==> src/rtl/irq_pkg.sv <==
package irq_pkg;
  localparam int NUM_SRC   = 7;
  localparam int NUM_EVT   = 5;
  localparam int EVT_BASE  = 2;
  localparam int SRC_DRDY  = 0;
  localparam int SRC_WMARK = 1;
  localparam int NUM_PINS  = 2;

  typedef enum logic [2:0] {
    ADR_ENABLE = 3'd0,
    ADR_MAP    = 3'd1,
    ADR_CFG    = 3'd2,
    ADR_WMLVL  = 3'd3,
    ADR_SOURCE = 3'd4
  } reg_addr_e;
endpackage

==> src/rtl/irq_regfile.sv <==
module irq_regfile
  import irq_pkg::*;
#(
  parameter int DATA_W  = 8,
  parameter int ADDR_W  = 3,
  parameter int NSRC    = NUM_SRC,
  parameter int FIFO_W  = 6,
  parameter int WM_RST  = 16
) (
  input  logic              clk,
  input  logic              rst_n,
  input  logic              wr_en,
  input  logic              rd_en,
  input  logic [ADDR_W-1:0] addr,
  input  logic [DATA_W-1:0] wdata,
  input  logic [NSRC-1:0]   src_flags,
  output logic [NSRC-1:0]   en_mask,
  output logic [NSRC-1:0]   map_mask,
  output logic              invert,
  output logic [FIFO_W-1:0] wm_level,
  output logic              src_rd,
  output logic [DATA_W-1:0] rdata
);
  logic [DATA_W-1:0] rd_mux;

  assign src_rd = rd_en && (addr == ADDR_W'(ADR_SOURCE));

  always_ff @(posedge clk) begin
    if (!rst_n) begin
      en_mask  <= '0;
      map_mask <= '0;
      invert   <= 1'b0;
      wm_level <= FIFO_W'(WM_RST);
    end else if (wr_en) begin
      case (addr)
        ADDR_W'(ADR_ENABLE): en_mask  <= wdata[NSRC-1:0];
        ADDR_W'(ADR_MAP):    map_mask <= wdata[NSRC-1:0];
        ADDR_W'(ADR_CFG):    invert   <= wdata[0];
        ADDR_W'(ADR_WMLVL):  wm_level <= wdata[FIFO_W-1:0];
        default: ;
      endcase
    end
  end

  always_comb begin
    case (addr)
      ADDR_W'(ADR_ENABLE): rd_mux = DATA_W'(en_mask);
      ADDR_W'(ADR_MAP):    rd_mux = DATA_W'(map_mask);
      ADDR_W'(ADR_CFG):    rd_mux = DATA_W'(invert);
      ADDR_W'(ADR_WMLVL):  rd_mux = DATA_W'(wm_level);
      ADDR_W'(ADR_SOURCE): rd_mux = DATA_W'(src_flags);
      default:             rd_mux = '0;
    endcase
  end

  always_ff @(posedge clk) begin
    if (!rst_n)     rdata <= '0;
    else if (rd_en) rdata <= rd_mux;
  end
endmodule

==> src/rtl/irq_flag_bank.sv <==
module irq_flag_bank
  import irq_pkg::*;
#(
  parameter int NSRC   = NUM_SRC,
  parameter int NEVT   = NUM_EVT,
  parameter int FIFO_W = 6
) (
  input  logic              clk,
  input  logic              rst_n,
  input  logic [NEVT-1:0]   evt_strobe,
  input  logic              data_avail,
  input  logic [FIFO_W-1:0] fifo_count,
  input  logic [FIFO_W-1:0] wm_level,
  input  logic              src_rd,
  output logic [NSRC-1:0]   flags
);
  for (genvar i = 0; i < NSRC; i++) begin : g_src
    if (i == SRC_DRDY) begin : g_level
      always_ff @(posedge clk) begin
        if (!rst_n) flags[i] <= 1'b0;
        else        flags[i] <= data_avail;
      end
    end else if (i == SRC_WMARK) begin : g_wmark
      always_ff @(posedge clk) begin
        if (!rst_n)                       flags[i] <= 1'b0;
        else if (fifo_count < wm_level)   flags[i] <= 1'b0;
        else if (fifo_count == wm_level)  flags[i] <= 1'b1;
      end
    end else begin : g_sticky
      always_ff @(posedge clk) begin
        if (!rst_n) flags[i] <= 1'b0;
        else        flags[i] <= (flags[i] & ~src_rd) | evt_strobe[i-EVT_BASE];
      end
    end
  end
endmodule

==> src/rtl/irq_pin_router.sv <==
module irq_pin_router
  import irq_pkg::*;
#(
  parameter int NSRC  = NUM_SRC,
  parameter int NPINS = NUM_PINS
) (
  input  logic [NSRC-1:0]  flags,
  input  logic [NSRC-1:0]  en_mask,
  input  logic [NSRC-1:0]  map_mask,
  input  logic             invert,
  output logic [NPINS-1:0] pins
);
  for (genvar p = 0; p < NPINS; p++) begin : g_pin
    logic [NSRC-1:0] routed;
    always_comb begin
      for (int s = 0; s < NSRC; s++)
        routed[s] = flags[s] & en_mask[s] & (map_mask[s] == p[0]);
      pins[p] = invert ^ (|routed);
    end
  end
endmodule

==> src/rtl/evt_irq_router.sv <==
module evt_irq_router
  import irq_pkg::*;
#(
  parameter int DATA_W = 8,
  parameter int ADDR_W = 3,
  parameter int FIFO_W = 6,
  parameter int WM_RST = 16
) (
  input  logic                clk,
  input  logic                rst_n,
  input  logic [NUM_EVT-1:0]  evt_strobe,
  input  logic                data_avail,
  input  logic [FIFO_W-1:0]   fifo_count,
  input  logic                reg_wr_en,
  input  logic                reg_rd_en,
  input  logic [ADDR_W-1:0]   reg_addr,
  input  logic [DATA_W-1:0]   reg_wdata,
  output logic [DATA_W-1:0]   reg_rdata,
  output logic                irq_a,
  output logic                irq_b
);
  logic [NUM_SRC-1:0]  flags;
  logic [NUM_SRC-1:0]  en_mask;
  logic [NUM_SRC-1:0]  map_mask;
  logic                invert;
  logic [FIFO_W-1:0]   wm_level;
  logic                src_rd;
  logic [NUM_PINS-1:0] pins;

  irq_regfile #(
    .DATA_W(DATA_W), .ADDR_W(ADDR_W), .NSRC(NUM_SRC),
    .FIFO_W(FIFO_W), .WM_RST(WM_RST)
  ) u_regs (
    .clk(clk), .rst_n(rst_n), .wr_en(reg_wr_en), .rd_en(reg_rd_en),
    .addr(reg_addr), .wdata(reg_wdata), .src_flags(flags),
    .en_mask(en_mask), .map_mask(map_mask), .invert(invert),
    .wm_level(wm_level), .src_rd(src_rd), .rdata(reg_rdata)
  );

  irq_flag_bank #(
    .NSRC(NUM_SRC), .NEVT(NUM_EVT), .FIFO_W(FIFO_W)
  ) u_flags (
    .clk(clk), .rst_n(rst_n), .evt_strobe(evt_strobe),
    .data_avail(data_avail), .fifo_count(fifo_count),
    .wm_level(wm_level), .src_rd(src_rd), .flags(flags)
  );

  irq_pin_router #(
    .NSRC(NUM_SRC), .NPINS(NUM_PINS)
  ) u_route (
    .flags(flags), .en_mask(en_mask), .map_mask(map_mask),
    .invert(invert), .pins(pins)
  );

  assign irq_a = pins[0];
  assign irq_b = pins[1];
endmodule

==> config.mk <==
export PLATFORM = sky130hd
export DESIGN_NAME = evt_irq_router
export DESIGN_NICKNAME = d
export VERILOG_FILES = /design/src/rtl/irq_pkg.sv /design/src/rtl/irq_regfile.sv /design/src/rtl/irq_flag_bank.sv /design/src/rtl/irq_pin_router.sv /design/src/rtl/evt_irq_router.sv
export SDC_FILE = /design/constraint.sdc
export NUM_CORES = 1
export LEC_CHECK = 0
export ABC_AREA = 1
export BUFFER_PORTS_ARGS = -buffer_cell sky130_fd_sc_hd__clkbuf_2
export CAP_MARGIN = 15
export CORE_MARGIN = 8
export CORE_UTILIZATION = 58
export DETAILED_ROUTE_END_ITERATION = 12
export PLACE_DENSITY = 0.91
export SLEW_MARGIN = 5
export SYNTH_ARGS = -nofsm -noshare
export SYNTH_HDL_FRONTEND = slang
export SYNTH_SLANG_ARGS = --single-unit
==> constraint.sdc <==
create_clock -name clk -period 2.1 [get_ports clk]
set_clock_uncertainty 0.15 [all_clocks]
set_input_delay 0.21 -clock clk [delete_from_list [all_inputs] [get_ports clk]]
set_output_delay 0.21 -clock clk [all_outputs]
set_load 0.1 [all_outputs]
## After elaboration in Yosys (flattened, before gate mapping)

Cells that the tools add are included.

| cells by class | value |
|---|---|
| reduce and logical (&&, ||, !) cells | 9 |
| multipliers | 0 |
| $lt $le $gt $ge | 1 |
| bitwise logic cells | 42 |
| equality and inequality tests | 5 |
| $add $sub $neg | 0 |
| multiplexer cells | 1 |
| shift-type cells | 0 |
| divide/modulo/power cells | 0 |

Operators by type and width:

| kind | number |
|---|---|
| case mux 7 bit (5 select lines) | 1 |
| bitwise AND 1 bit | 26 |
| OR reduction 7 bit | 2 |
| NOT 1 bit | 9 |
| AND reduction 2 bit | 4 |
| equality test 3 x 2 -> 1 bit (second input constant) | 2 |
| equality test 6 bit | 1 |
| less-than comparator 6 bit | 1 |
| bitwise OR 1 bit | 5 |
| equality test 3 x 1 -> 1 bit (second input constant) | 1 |
| equality test 3 bit (second input constant) | 1 |
| zero test 3 bit | 1 |
| OR reduction 2 bit | 1 |
| XOR 1 bit | 2 |
| logical AND 1 bit | 1 |

| storage, ports and cells | value |
|---|---|
| memories kept | 0 |
| bits in read-only memories | 0 |
| bits in writable memories | 0 |
| output and inout port bits | 10 |
| logic and storage cells | 70 |
| bits in latches | 0 |
| register bits after elaboration | 36 |
| bits of input ports | 27 |

## Longest topological paths before layout

| logic depth | value |
|---|---|
| depth after elaboration | 5 |
| depth in mapped cells | 9 |
| gate-level depth less buffers | 7 |

## By module

Synthesis repeated with hierarchy kept, for this count alone.

| second synthesis, totals | value |
|---|---|
| cells, all modules | 277 |
| area, all modules | 1959.4 µm² |

Modules (own cells, without submodules):

| module | cells an instance | times used | sequential area each (µm²) | area an instance (µm²) |
|---|---|---|---|---|
| irq_regfile | 179 | 1 | 560.5 | 1387.6 |
| irq_flag_bank | 57 | 1 | 140.1 | 390.4 |
| irq_pin_router | 41 | 1 | 0.0 | 181.4 |

## Worst setup path after synthesis

OpenSTA, ideal clock, no wires.

| timing | value |
|---|---|
| path kind | register -> output |
| from | reg u_regs.map_mask[5] |
| to | out irq_b |
| slack | -0.333 ns |
| data required time | 1.740 ns |
| data arrival time | 2.073 ns |
| path buffers | 0 |
| cell stages (with the launch flop) | 6 |
| path through | dfxtp_1 > inv_1 > nor3_1 > nor2_1 > nand2_1 > xor2_1 |

| between the ends | value |
|---|---|
| cells in the longest elaborated chain, start to end | 3 |

RTL lines:

| item | line | source |
|---|---|---|
| start: declaration | irq_regfile.sv:18 | `output logic [NSRC-1:0] map_mask,` |
| start signal: assignment | irq_regfile.sv:37 | `ADDR_W'(ADR_MAP): map_mask <= wdata[NSRC-1:0];` |
| bitwise AND 1 bit | irq_pin_router.sv:17 | `routed[s] = flags[s] & en_mask[s] & (map_mask[s] == p[0]);` |
| OR reduction 7 bit | irq_pin_router.sv:18 | `pins[p] = invert ^ (\|routed);` |
| XOR 1 bit | irq_pin_router.sv:18 |  |
| end: declaration | evt_irq_router.sv:20 | `output logic irq_b` |

Every way passes these cells.

## Final worst setup path

| timing | value |
|---|---|
| from | reg u_regs.map_mask[4] |
| to | out irq_a |

| between the ends | value |
|---|---|
| cells in the longest elaborated chain, start to end | 4 |

RTL lines:

| item | line | source |
|---|---|---|
| NOT 1 bit | irq_pin_router.sv:17 |  |
| bitwise AND 1 bit | irq_pin_router.sv:17 |  |
| OR reduction 7 bit | irq_pin_router.sv:18 |  |
| XOR 1 bit | irq_pin_router.sv:18 |  |
| end: declaration | evt_irq_router.sv:19 | `output logic irq_a,` |

Every way passes these cells.

==> metrics.log <==
INFO  metric worst_path_most_repeated_cell = sky130_fd_sc_hd__nand3_1
INFO  metric tritoncts_clock_tree = yes
INFO  metric post_detailed_route_via_to_cell_ratio = 5.63
INFO  metric gr-usage-all-layers = 18.0%
INFO  metric yosysTopAreaCellShare = 38.8%
INFO  metric clock_sinks = 35
INFO  metric clk_path_buf_depth = 2
INFO  metric area.growth.synth_to_final = 16.6%
INFO  metric core = 0.00300 mm²
INFO  metric postSynthAreaPerCell = 7.31 µm²
INFO  metric h-tree-depth = 2
INFO  metric synthDominantAreaCellType = sky130_fd_sc_hd__dfxtp_1
INFO  metric synth.area.top_cells = sky130_fd_sc_hd__dfxtp_1 (39%), sky130_fd_sc_hd__a21oi_1 (9.4%), sky130_fd_sc_hd__nand3_1 (9.1%)
INFO  metric path_cells = inv_1 -> nand3_1 -> o21ai_0 -> nor3_1 -> nand3_1 -> nand2_1 -> buf_4
INFO  metric finalWeightedCongestion = 0.863
INFO  metric share_clk_of_total_power = 30.9%
INFO  metric timing.critical_path.slowest_stage_cell = sky130_fd_sc_hd__dfxtp_1
INFO  metric yosysMostFrequentCell = sky130_fd_sc_hd__nand2_1
INFO  metric post_synth_inst_count = 247
INFO  metric initial_core_util = 60.2%
INFO  metric rows = 20
INFO  metric synth_commonest_cells = sky130_fd_sc_hd__nand2_1 (41), sky130_fd_sc_hd__dfxtp_1 (35), sky130_fd_sc_hd__a21oi_1 (34)
INFO  metric rsz0062_at_grt = false
INFO  metric max-vdd-ir-drop = 0.542 mV
INFO  metric cp_max_fo = 3
INFO  metric outcome = complete, no violations
INFO  metric power_switching_share = 28.5%
INFO  metric internal_power = 0.952 mW
INFO  metric timing_worst_setup_path_type = reg -> out
INFO  metric fillerInstances = 271
INFO  metric dieArea = 0.00516 mm²
INFO  metric nets = 319
INFO  metric fin_crit_sh = 94.1%
INFO  metric clk_pin_slew = 0.11 ns
INFO  metric cts-resized-gates = 0
INFO  metric top_layer_used = met4
INFO  metric wirelength_met1 = 1930 µm
INFO  metric combPwrFrac = 16.1%
INFO  metric place_area = 0.00196 mm²
INFO  metric max_stage_delay = 0.34 ns
INFO  metric worst_hold_path_type = in -> reg
INFO  metric synthesis.yosys.warnings = 0
INFO  metric pin_count = 37
INFO  metric first_iter_violations = 122
INFO  metric fmax = 506 MHz
INFO  metric setup-violations-final = 0
INFO  metric synth_seq_cells = 35
INFO  metric grt_antenna_before_repair = 0
INFO  metric met2_wirelength = 1970 µm
INFO  metric first_pass_iters = 4
INFO  metric postRouteWirelength = 4400 µm
INFO  metric drc_errors = 0
INFO  metric mappedNetlistArea = 0.00181 mm²
INFO  metric fin_max_slew_vios = 0
INFO  metric netSwitchingPower = 0.380 mW
INFO  metric maximum_number_of_pins_on_one_net_before_global_route_repair = 22
INFO  metric chipWidth = 71.8 µm
INFO  metric crit_path_end_kind = output port
INFO  metric yosys_most_used_dff = sky130_fd_sc_hd__dfxtp_1
INFO  metric critical_path_required = 1.74 ns
INFO  metric numPortBuffers = 34
INFO  metric post_route_setup_tns = 0 ns
INFO  metric maxSlewHeadroom = 53.9%
INFO  metric nature_of_the_critical_path_startpoint = flop
INFO  metric grt_remaining_overflow = 0
INFO  metric synth_seq_area_share = 38.8%
INFO  metric tritoncts.num_buffers = 5
INFO  metric power.sequential.fraction = 53.0%
INFO  metric proportion_of_layout_cells_with_a_drive_suffix_above_1 = 20.2%
INFO  metric die_y = 71.8 µm
INFO  metric clkLatencyLatePin = 0.34 ns
INFO  metric clockRootBuffer = sky130_fd_sc_hd__clkbuf_4
INFO  metric period_needed = 1.98 ns
INFO  metric dp_hpwl = 3370 µm
INFO  metric total_leakage_power = 0.928 nW
INFO  metric final-hold-violation-count = 0
INFO  metric n_antenna_cell = 0
INFO  metric netlist-cell-type-count = 30
INFO  metric cp.arrival = 1.62 ns
INFO  metric cap_viol_max_count = 0
INFO  metric powerDensity = 633 mW/mm²
INFO  metric routed_wire_length_per_instance = 13.8 µm
INFO  metric asyncSetResetFlopFracSynth = 0%
INFO  metric synth_fp_nets = 280
INFO  metric tightest_slew = 0.691 ns
INFO  metric detail-route-antenna-nets = 0
INFO  metric finalInstanceArea = 0.00211 mm²
INFO  metric met3_wire_length = 440 µm
INFO  metric synth-edff-count = 0
INFO  metric via_count = 1,800
INFO  metric grt_pass1_vias = 1,620
INFO  metric grt_pass1_wl = 7370 µm
INFO  metric finalHoldWorstSlack = 0.00114 ns
==> power groups by stage <==
stage,sequential [mW],clock [mW],combinational (mW)
4_1_cts,0.705,0.420,0.215
3_5_place_dp,0.721,0,0.203
6_report,0.706,0.412,0.214
2_1_floorplan,0.733,0,0.135
5_1_grt,0.709,0.448,0.235
3_3_place_gp,0.720,0,0.197
==> stage by stage <==
step | setup slack [ns] | instances | total power [mW] | util, %
6_report | 0.124 | 320 | 1.33 | 70.1
5_1_grt | 0.0354 | 320 | 1.39 | 70.1
4_1_cts | 0.108 | 320 | 1.34 | 70.1
3_5_place_dp | 0.490 | 304 | 0.924 | 65.2
3_3_place_gp | 0.513 | 304 | 0.917 | 65.2
2_1_floorplan | 0.187 | 247 | 0.868 | -
==> layout make-up <==
cell class	instances	area [µm²]	area share (%)
clock buffer	8	68.8	3.27
inverter	27	101	4.81
multi-input combinational	174	931	44.2
sequential	35	701	33.3
tap	33	41.3	1.96
timing repair buffer	43	263	12.5
==> layout by cell type (no fill, tap or decap), types with 3 or more instances in the layout <==
master / netlist / final
sky130_fd_sc_hd__nor2_1: 12 / 12
sky130_fd_sc_hd__buf_4: 2 / 3
sky130_fd_sc_hd__dlygate4sd3_1: 0 / 8
sky130_fd_sc_hd__o21ai_0: 9 / 9
sky130_fd_sc_hd__ha_1: 6 / 6
sky130_fd_sc_hd__nand4_1: 3 / 3
sky130_fd_sc_hd__clkbuf_4: 0 / 5
sky130_fd_sc_hd__a21oi_1: 34 / 34
sky130_fd_sc_hd__dfxtp_1: 35 / 35
sky130_fd_sc_hd__nand3_1: 33 / 33
sky130_fd_sc_hd__o21ai_1: 18 / 18
sky130_fd_sc_hd__nor3_1: 3 / 3
sky130_fd_sc_hd__inv_1: 21 / 21
sky130_fd_sc_hd__clkbuf_2: 1 / 32
sky130_fd_sc_hd__nand2_1: 41 / 41
sky130_fd_sc_hd__inv_2: 6 / 6
==> worst paths after layout <==
path                                   start                              end  slack (ns)  cells past startpoint
max          u_regs.map_mask[4]$_SDFFE_PN0P_                            irq_a        0.12                      7
min                             reg_wdata[4]  u_regs.wm_level[4]$_SDFFE_PN1P_       0.001                      3
max reg2reg  u_regs.wm_level[5]$_SDFFE_PN0P_    u_flags.flags[1]$_SDFFE_PP0P_        0.58                      7
min reg2reg     u_regs.rdata[5]$_SDFFE_PN0P_     u_regs.rdata[5]$_SDFFE_PN0P_        0.32                      2
==> critical path: cells and delay by family (launching register included) <==
family	cells	cell delay [ns]
AOI/OAI and AO/OA	1	0.07
buffers and inverters	2	0.36
and+or+nand+nor	4	0.51
DFF	1	0.34
==> timing repair <==
action,CTS,global route
hold buffers,8,0
endpoints found under the hold margin,8,0
setup buffers,0,0
setup endpoints to repair,0,0
==> kinds of logic after synthesis <==
group | share of synthesized area, %
and+or+nand+nor | 27.8
AOI/OAI and AO/OA | 18.5
buffers and inverters | 10.1
DFF | 38.8
adders and majority gates | 4.16
xor gates and xnor gates | 0.485
other | 0.208
==> layer usage <==
layer | global-route usage (%) | up-vias
li1 | - | 911
met1 | 23.1 | 789
met2 | 28.6 | 93
met3 | 3.91 | 7
met4 | 7.03 | 0
met5 | 0 | -
==> sequential cells by signal (all words and copies together) (netlist names) <==
register         count
u_flags.flags        7
u_regs.en_mask       7
u_regs.invert        1
u_regs.map_mask      7
u_regs.rdata         7
u_regs.wm_level      6
(Power assumes the default switching activity.)
